===== src/rtl/ladder_counter_pkg.sv =====
// Package: shared cell type and the cell state-machine functions.
// Each cell is a 3-bit left-shifting feedback register. Its feedback adds
// an extra term that inserts the all-zero state, so the cell walks a single
// cycle of 8 states:
//   000 -> 001 -> 010 -> 101 -> 011 -> 111 -> 110 -> 100 -> 000
// The position in this cycle is the binary value of the cell digit.
// Assumes: a cell of exactly 3 bits; the feedback taps below are fixed for it.
package ladder_counter_pkg;

    localparam int CELL_BITS   = 3;
    localparam int CELL_STATES = 1 << CELL_BITS;

    typedef logic [CELL_BITS-1:0] cell_t;

    // Terminal state when stepping up (digit 7) and when stepping down (digit 0).
    localparam cell_t TERM_UP = 3'b100;
    localparam cell_t TERM_DN = 3'b000;

    // Upward step: shift left, feed in the tap XOR plus the zero-insert term.
    function automatic cell_t cell_up(input cell_t s);
        logic fb;
        fb = s[2] ^ s[1] ^ (s[1:0] == 2'b00);
        return {s[1:0], fb};
    endfunction

    // Downward step: the exact inverse of cell_up, found among all states.
    function automatic cell_t cell_dn(input cell_t s);
        cell_t r;
        r = '0;
        for (int k = 0; k < CELL_STATES; k++) begin
            if (cell_up(cell_t'(k)) == s) r = cell_t'(k);
        end
        return r;
    endfunction

    // Binary digit to cell state: walk up from the zero state v times.
    function automatic cell_t cell_enc(input logic [CELL_BITS-1:0] v);
        cell_t s;
        s = TERM_DN;
        for (int k = 0; k < CELL_STATES - 1; k++) begin
            if (k < int'(v)) s = cell_up(s);
        end
        return s;
    endfunction

    // Cell state to binary digit: position of the state in the cycle.
    function automatic logic [CELL_BITS-1:0] cell_dec(input cell_t s);
        cell_t                t;
        logic [CELL_BITS-1:0] v;
        t = TERM_DN;
        v = '0;
        for (int k = 0; k < CELL_STATES; k++) begin
            if (t == s) v = CELL_BITS'(k);
            t = cell_up(t);
        end
        return v;
    endfunction

endpackage


===== src/rtl/lfsr_cell.sv =====
// One counting cell. It holds a 3-bit shift-register state and moves it one
// place up or down the cycle when step is high, or takes a loaded state.
// The next state is exported so the predictor can work one cycle ahead.
// Assumes: step is already qualified by enable and by the predict flag.
module lfsr_cell
    import ladder_counter_pkg::*;
(
    input  logic  clk,
    input  logic  rst_n,
    input  logic  load,
    input  cell_t load_state,
    input  logic  step,
    input  logic  dir_up,
    output cell_t state,
    output cell_t state_nxt
);

    // Next-state choice: load first, then a step in the chosen direction.
    always_comb begin
        if (load)
            state_nxt = load_state;
        else if (step)
            state_nxt = dir_up ? cell_up(state) : cell_dn(state);
        else
            state_nxt = state;
    end

    // State register, cleared to the zero-digit state.
    always_ff @(posedge clk) begin
        if (!rst_n)
            state <= TERM_DN;
        else
            state <= state_nxt;
    end

endmodule


===== src/rtl/ladder_predict.sv =====
// Registered carry/borrow predictors for every rung of the ladder.
// Bit i of pred_up is high when all cells below i sit at their upward
// terminal state; pred_dn does the same for the downward terminal. Both are
// computed from the cells' next states, so they are valid in the cycle the
// cells use them. Bit 0 is constantly high (cell 0 always steps). Bit
// NUM_CELLS covers the whole counter and flags the full-width extremes.
// Assumes: the reset value matches a count of zero.
module ladder_predict
    import ladder_counter_pkg::*;
#(
    parameter int NUM_CELLS = 6
) (
    input  logic                  clk,
    input  logic                  rst_n,
    input  cell_t [NUM_CELLS-1:0] state_nxt,
    output logic  [NUM_CELLS:0]   pred_up,
    output logic  [NUM_CELLS:0]   pred_dn
);

    logic [NUM_CELLS-1:0] term_up_nxt;
    logic [NUM_CELLS-1:0] term_dn_nxt;
    logic [NUM_CELLS:1]   pu_nxt;
    logic [NUM_CELLS:1]   pd_nxt;
    logic [NUM_CELLS:1]   pu_q;
    logic [NUM_CELLS:1]   pd_q;

    genvar gi;
    generate
        // Per-cell terminal detection on the next state.
        for (gi = 0; gi < NUM_CELLS; gi++) begin : g_term
            assign term_up_nxt[gi] = (state_nxt[gi] == TERM_UP);
            assign term_dn_nxt[gi] = (state_nxt[gi] == TERM_DN);
        end
        // Per-rung reduction over all lower cells; each is a balanced AND.
        for (gi = 1; gi <= NUM_CELLS; gi++) begin : g_rung
            assign pu_nxt[gi] = &term_up_nxt[gi-1:0];
            assign pd_nxt[gi] = &term_dn_nxt[gi-1:0];
        end
    endgenerate

    // Predict registers; reset state corresponds to every cell at digit 0.
    always_ff @(posedge clk) begin
        if (!rst_n) begin
            pu_q <= '0;
            pd_q <= '1;
        end else begin
            pu_q <= pu_nxt;
            pd_q <= pd_nxt;
        end
    end

    assign pred_up = {pu_q, 1'b1};
    assign pred_dn = {pd_q, 1'b1};

endmodule


===== src/rtl/count_decode.sv =====
// Translates cell states to a binary count, one 3-bit digit per cell,
// through a per-cell lookup. Purely combinational.
// Assumes: every cell state is one of the 8 states of the cycle.
module count_decode
    import ladder_counter_pkg::*;
#(
    parameter int NUM_CELLS = 6,
    localparam int WIDTH    = NUM_CELLS * CELL_BITS
) (
    input  cell_t [NUM_CELLS-1:0] states,
    output logic  [WIDTH-1:0]     value
);

    genvar gi;
    generate
        // One lookup per digit.
        for (gi = 0; gi < NUM_CELLS; gi++) begin : g_dig
            assign value[gi*CELL_BITS +: CELL_BITS] = cell_dec(states[gi]);
        end
    endgenerate

endmodule


===== src/rtl/ladder_updown_counter.sv =====
// Top: width-independent up/down counter built from a ladder of shift-
// register cells. Cell i steps when enabled and its predict flag for the
// current direction is set; the direction input selects carry or borrow
// per rung. Load maps a binary value into cell states and takes priority.
// carry_o / borrow_o flag the cycle whose edge wraps the full count.
// Assumes: synchronous active-low reset; all inputs synchronous to clk.
module ladder_updown_counter
    import ladder_counter_pkg::*;
#(
    parameter int NUM_CELLS = 6,
    localparam int WIDTH    = NUM_CELLS * CELL_BITS
) (
    input  logic             clk,
    input  logic             rst_n,
    input  logic             en,
    input  logic             dir_up,
    input  logic             load,
    input  logic [WIDTH-1:0] load_val,
    output logic [WIDTH-1:0] count,
    output logic             carry_o,
    output logic             borrow_o
);

    cell_t [NUM_CELLS-1:0] cell_state;
    cell_t [NUM_CELLS-1:0] cell_nxt;
    cell_t [NUM_CELLS-1:0] cell_ld;
    logic  [NUM_CELLS-1:0] cell_step;
    logic  [NUM_CELLS:0]   pred_up;
    logic  [NUM_CELLS:0]   pred_dn;
    logic                  advance;

    // A step happens only when enabled and not overridden by a load.
    assign advance = en & ~load;

    genvar gi;
    generate
        for (gi = 0; gi < NUM_CELLS; gi++) begin : g_cell
            // Binary digit to cell state for the load path.
            assign cell_ld[gi] = cell_enc(load_val[gi*CELL_BITS +: CELL_BITS]);
            // Carry/borrow select for this rung.
            assign cell_step[gi] = advance & (dir_up ? pred_up[gi] : pred_dn[gi]);

            lfsr_cell u_cell (
                .clk        (clk),
                .rst_n      (rst_n),
                .load       (load),
                .load_state (cell_ld[gi]),
                .step       (cell_step[gi]),
                .dir_up     (dir_up),
                .state      (cell_state[gi]),
                .state_nxt  (cell_nxt[gi])
            );
        end
    endgenerate

    ladder_predict #(.NUM_CELLS(NUM_CELLS)) u_pred (
        .clk       (clk),
        .rst_n     (rst_n),
        .state_nxt (cell_nxt),
        .pred_up   (pred_up),
        .pred_dn   (pred_dn)
    );

    count_decode #(.NUM_CELLS(NUM_CELLS)) u_dec (
        .states (cell_state),
        .value  (count)
    );

    // Full-width wrap flags from the top rung of the ladder.
    assign carry_o  = advance &  dir_up & pred_up[NUM_CELLS];
    assign borrow_o = advance & ~dir_up & pred_dn[NUM_CELLS];

endmodule


===== config.mk =====
export PLATFORM = sky130hd
export DESIGN_NAME = ladder_updown_counter
export DESIGN_NICKNAME = d
export VERILOG_FILES = /design/src/rtl/ladder_counter_pkg.sv /design/src/rtl/lfsr_cell.sv /design/src/rtl/ladder_predict.sv /design/src/rtl/count_decode.sv /design/src/rtl/ladder_updown_counter.sv
export SDC_FILE = /design/constraint.sdc
export NUM_CORES = 1
export LEC_CHECK = 0
export ABC_AREA = 1
export BUFFER_PORTS_ARGS = -buffer_cell sky130_fd_sc_hd__buf_4
export CAP_MARGIN = 20
export CORE_MARGIN = 4
export CORE_UTILIZATION = 62
export CTS_BUF_LIST = sky130_fd_sc_hd__clkbuf_8
export CTS_CLUSTER_DIAMETER = 40
export CTS_CLUSTER_SIZE = 20
export DETAILED_ROUTE_END_ITERATION = 6
export PLACE_DENSITY_LB_ADDON = 0.1
export SKIP_LAST_GASP = 1
export SYNTH_ARGS = -nofsm -noshare
export SYNTH_HDL_FRONTEND = slang
export SYNTH_SLANG_ARGS = --single-unit

===== constraint.sdc =====
create_clock -name clk -period 2 [get_ports clk]
set_input_delay 0.1 -clock clk [delete_from_list [all_inputs] [get_ports clk]]
set_output_delay 0.1 -clock clk [all_outputs]
set_load 0.01 [all_outputs]

==> flow_metrics.tcl <==
set metrics [dict create \
    status "finished, final reports clean" \
    postRouteWirelength_mm 5.31 \
    post_cts_buffers 0 \
    antenna_found_initial 0 \
    worst_case_setup_margin_in_the_final_layout_ps 283 \
    detailedRoute.firstPassIterationCount 5 \
    grt_remaining_overflow 0 \
    period_minus_slack_ps 1720 \
    fin_tns_setup_ps 0 \
    worst_min_delay_path_class "in -> reg" \
    synthCells 373 \
    largest_net_degree_at_the_start_of_global_routing 34 \
    pwr_density_cell_mw_per_mm2 664 \
    transition_time_at_the_pin_with_the_least_slew_margin_ps 548 \
    crit_required_ps 2230 \
    ctsResizeCount 0 \
    yosysWarnings 0 \
    detail_route.drc_violations 0 \
    gpl.final_weighted_congestion 0.947 \
    timing_max_transition_violations_final 0 \
    core_mm2 0.00336 \
    fp.dieW_um 67.4 \
    cap_violations 0 \
    worst-setup-path-type "reg -> reg" \
    drt_initial_violations 233 \
    crit_arrival_ps 1940 \
    hold_viol_final 0 \
    netlist-cell-type-count 32 \
    cts-hold-fix-buffers 0 \
    cpLargestDelayFamily "simple AND/OR/NAND/NOR gates" \
    routed_via_count_divided_by_cell_count 5.43 \
    crit_path_start_kind "register" \
    timing.final.crit_share_pct 85.8 \
    global_route_wire_length_before_repair_mm 8.91 \
    setup_viol 0 \
    max-vdd-ir-drop_mv 0.464 \
    dieArea_mm2 0.00454 \
    clock.fmax_mhz 582 \
    clock-sinks 30 \
    routedWlPerCell_um 11.5 \
    postPlaceCellArea_mm2 0.00251 \
    row_count 21 \
    leakage_uw 0.00131 \
    drive_above_1_share_pct 18.6 \
    final_net_count 437 \
    antennaDiodeCount 0 \
    gr-usage-all-layers_pct 25.4 \
    critical_path.endpoint_type "register" \
    initial_core_util_pct 65.1 \
    crit_path_start "g_cell[2].u_cell.state[1]" \
    timing.rr.start "g_cell[2].u_cell.state[1]" \
    via_count 2501 \
    syn-cell-area_mm2 0.00219 \
    synthToLayoutAreaGrowth_pct 19.6 \
    cts-htree-levels 2 \
    timing.critical_path.slowest_cell_delay_ps 420 \
    cts_tree "built" \
    critical-path-slowest-cell "sky130_fd_sc_hd__dfxtp_1" \
    critical_path.max_fanout 5 \
    worst_setup_hold_path_clk_slew_ps 70 \
    pin_count 43 \
    dieHeight_um 67.4 \
    syn_area_per_cell_um2 5.87 \
    worst_slew_margin_rel_pct 63.2 \
    timing.critical_path.mode_cell "sky130_fd_sc_hd__nand3_1" \
    final_design_area_no_fill_mm2 0.00262 \
    grt_pass1_vias 2136 \
    dominantRegCellSynth "sky130_fd_sc_hd__dfxtp_1" \
    cts_buffers 5 \
    clock_root_buffer "sky130_fd_sc_hd__clkbuf_8" \
    timing.hold.worst.start "rst_n" \
    sequential_to_total_area_share_from_yosys_stat_pct 27.4 \
    max-clock-path-buffers 2 \
    port_buffers 42 \
    number_of_flops_mapped_to_enable_cells_by_yosys 0 \
    detail-route-antenna-nets 0 \
    worst_skew_pair.late_latency_ps 290 \
    place_hpwl_mm 3.87 \
    rsz0062_at_grt "false" \
    synth_seq_cells 30 \
    clock_skew_ps 5.85 \
    number_of_nets_produced_by_synthesis 396 \
    critical_path_cell_by_cell "inv_1, o21ai_0, nand3_1, nand3_1, nand2_1, o21ai_1, nand2_1, nor2_1, nand3_1, nor2_1" \
    preCtsSetupSlack_ps 173 \
    postSynth.asyncResetShare_pct 0 \
    path_buf_inv 1 \
]
per-layer routing:
| layer | track usage, % | vias to the layer above | wire, um |
|---|---|---|---|
| met4 | 10.1 | 0 | 66 |
| met1 | 31.3 | 1101 | 2290 |
| met2 | 43.2 | 110 | 2500 |
| met3 | 4.99 | 9 | 456 |
| met5 | 0 | - | 0 |
| li1 | - | 1281 | - |
worst register-to-register path: cells and delay by family, from the launching register on:
| kind | cells | cell delay, ps |
|---|---|---|
| buf+inv | 1 | 130 |
| flops | 1 | 420 |
| simple gates | 7 | 760 |
| compound gates | 2 | 340 |
sequential cells by signal, indices dropped and copies added, names as in the netlist:
| name | flops |
|---|---|
| g_cell.u_cell.state | 18 |
| u_pred.pd_q | 6 |
| u_pred.pu_q | 6 |
cells by family (layout without fill, tap and decap cells):
logic type | count (synthesis) | in the layout | synth area share (%)
compound gates | 80 | 80 | 20.7
flops | 30 | 30 | 27.4
simple gates | 202 | 202 | 39.7
buf+inv | 59 | 101 | 11.3
xor+xnor | 2 | 2 | 0.801
where the power goes:
part | internal [uW] | leakage (uW) | switching [uW]
logic | 192 | 0.00100 | 275
clock network | 362 | 0.0000607 | 238
registers | 634 | 0.000248 | 36.3
cell usage in the layout (no fill, tap or decap):
| cell type | n |
|---|---|
| sky130_fd_sc_hd__nand2_1 | 116 |
| sky130_fd_sc_hd__inv_1 | 43 |
| sky130_fd_sc_hd__buf_4 | 42 |
| sky130_fd_sc_hd__nor2_1 | 33 |
| sky130_fd_sc_hd__nand3_1 | 32 |
| sky130_fd_sc_hd__o21ai_0 | 31 |
| sky130_fd_sc_hd__dfxtp_1 | 30 |
| sky130_fd_sc_hd__a21oi_1 | 29 |
| sky130_fd_sc_hd__inv_2 | 7 |
| sky130_fd_sc_hd__nand2_2 | 7 |
| sky130_fd_sc_hd__o21a_1 | 6 |
| sky130_fd_sc_hd__nor2_2 | 5 |
| sky130_fd_sc_hd__clkbuf_8 | 5 |
| sky130_fd_sc_hd__a21oi_2 | 4 |
| sky130_fd_sc_hd__o21ai_1 | 3 |
| sky130_fd_sc_hd__nand4_1 | 3 |
| sky130_fd_sc_hd__a21boi_0 | 2 |
| sky130_fd_sc_hd__inv_4 | 2 |
| sky130_fd_sc_hd__nor3b_1 | 2 |
| sky130_fd_sc_hd__xor2_1 | 2 |
| sky130_fd_sc_hd__nand2_8 | 1 |
| sky130_fd_sc_hd__and2_1 | 1 |
| sky130_fd_sc_hd__clkinv_1 | 1 |
| sky130_fd_sc_hd__o21bai_1 | 1 |
| sky130_fd_sc_hd__nor3_1 | 1 |
| sky130_fd_sc_hd__o211ai_1 | 1 |
| sky130_fd_sc_hd__a21o_1 | 1 |
| sky130_fd_sc_hd__a21boi_2 | 1 |
| sky130_fd_sc_hd__o21ai_2 | 1 |
| sky130_fd_sc_hd__nor3_2 | 1 |
| sky130_fd_sc_hd__bufinv_16 | 1 |
final cells by class:
class	count	area, um^2
clock buffer	5	68.8
clock inverter	3	37.5
tap	46	57.6
multi-input combinational	284	1340
timing repair buffer	42	315
sequential	30	601
fill	266	747
inverter	51	196
through the flow:
step / std cells / power, uW / hold WS [ps] / utilization [%]
finish: 461 / 1740 / 41.8 / 77.8
global route: 461 / 1830 / 55.7 / 77.8
CTS: 461 / 1740 / 30.6 / 77.8
detailed placement: 453 / 1140 / 330 / 74.6
global placement: 453 / 1130 / 331 / 74.6
floorplan: 373 / 985 / 285 / -
final timing paths:
check	to	slack [ps]	cells after the start
setup / recovery	u_pred.pu_q[5]	280	10
hold / removal	u_pred.pd_q[3]	40	2
setup reg to reg	u_pred.pu_q[5]	280	10
hold reg to reg	g_cell[0].u_cell.state[1]	680	4
cells in the mapped netlist, types with 2 or more instances:
library cell | n | area (um^2)
sky130_fd_sc_hd__xor2_1 | 2 | 17.5
sky130_fd_sc_hd__dfxtp_1 | 30 | 601
sky130_fd_sc_hd__nor2_2 | 5 | 31.3
sky130_fd_sc_hd__inv_4 | 2 | 12.5
sky130_fd_sc_hd__nor2_1 | 33 | 124
sky130_fd_sc_hd__nand4_1 | 3 | 18.8
sky130_fd_sc_hd__nand2_1 | 116 | 435
sky130_fd_sc_hd__o21ai_1 | 3 | 15.0
sky130_fd_sc_hd__nand3_1 | 32 | 160
sky130_fd_sc_hd__a21boi_0 | 2 | 15.0
sky130_fd_sc_hd__nor3b_1 | 2 | 15.0
sky130_fd_sc_hd__nand2_2 | 7 | 43.8
sky130_fd_sc_hd__a21oi_1 | 29 | 145
sky130_fd_sc_hd__buf_2 | 2 | 10.0
sky130_fd_sc_hd__o21ai_0 | 31 | 155
sky130_fd_sc_hd__buf_6 | 2 | 22.5
sky130_fd_sc_hd__o21a_1 | 6 | 45.0
sky130_fd_sc_hd__clkbuf_1 | 3 | 11.3
sky130_fd_sc_hd__inv_2 | 7 | 26.3
sky130_fd_sc_hd__inv_1 | 41 | 154
sky130_fd_sc_hd__a21oi_2 | 4 | 35.0
Note: power is estimated with default switching activity, not from simulation.
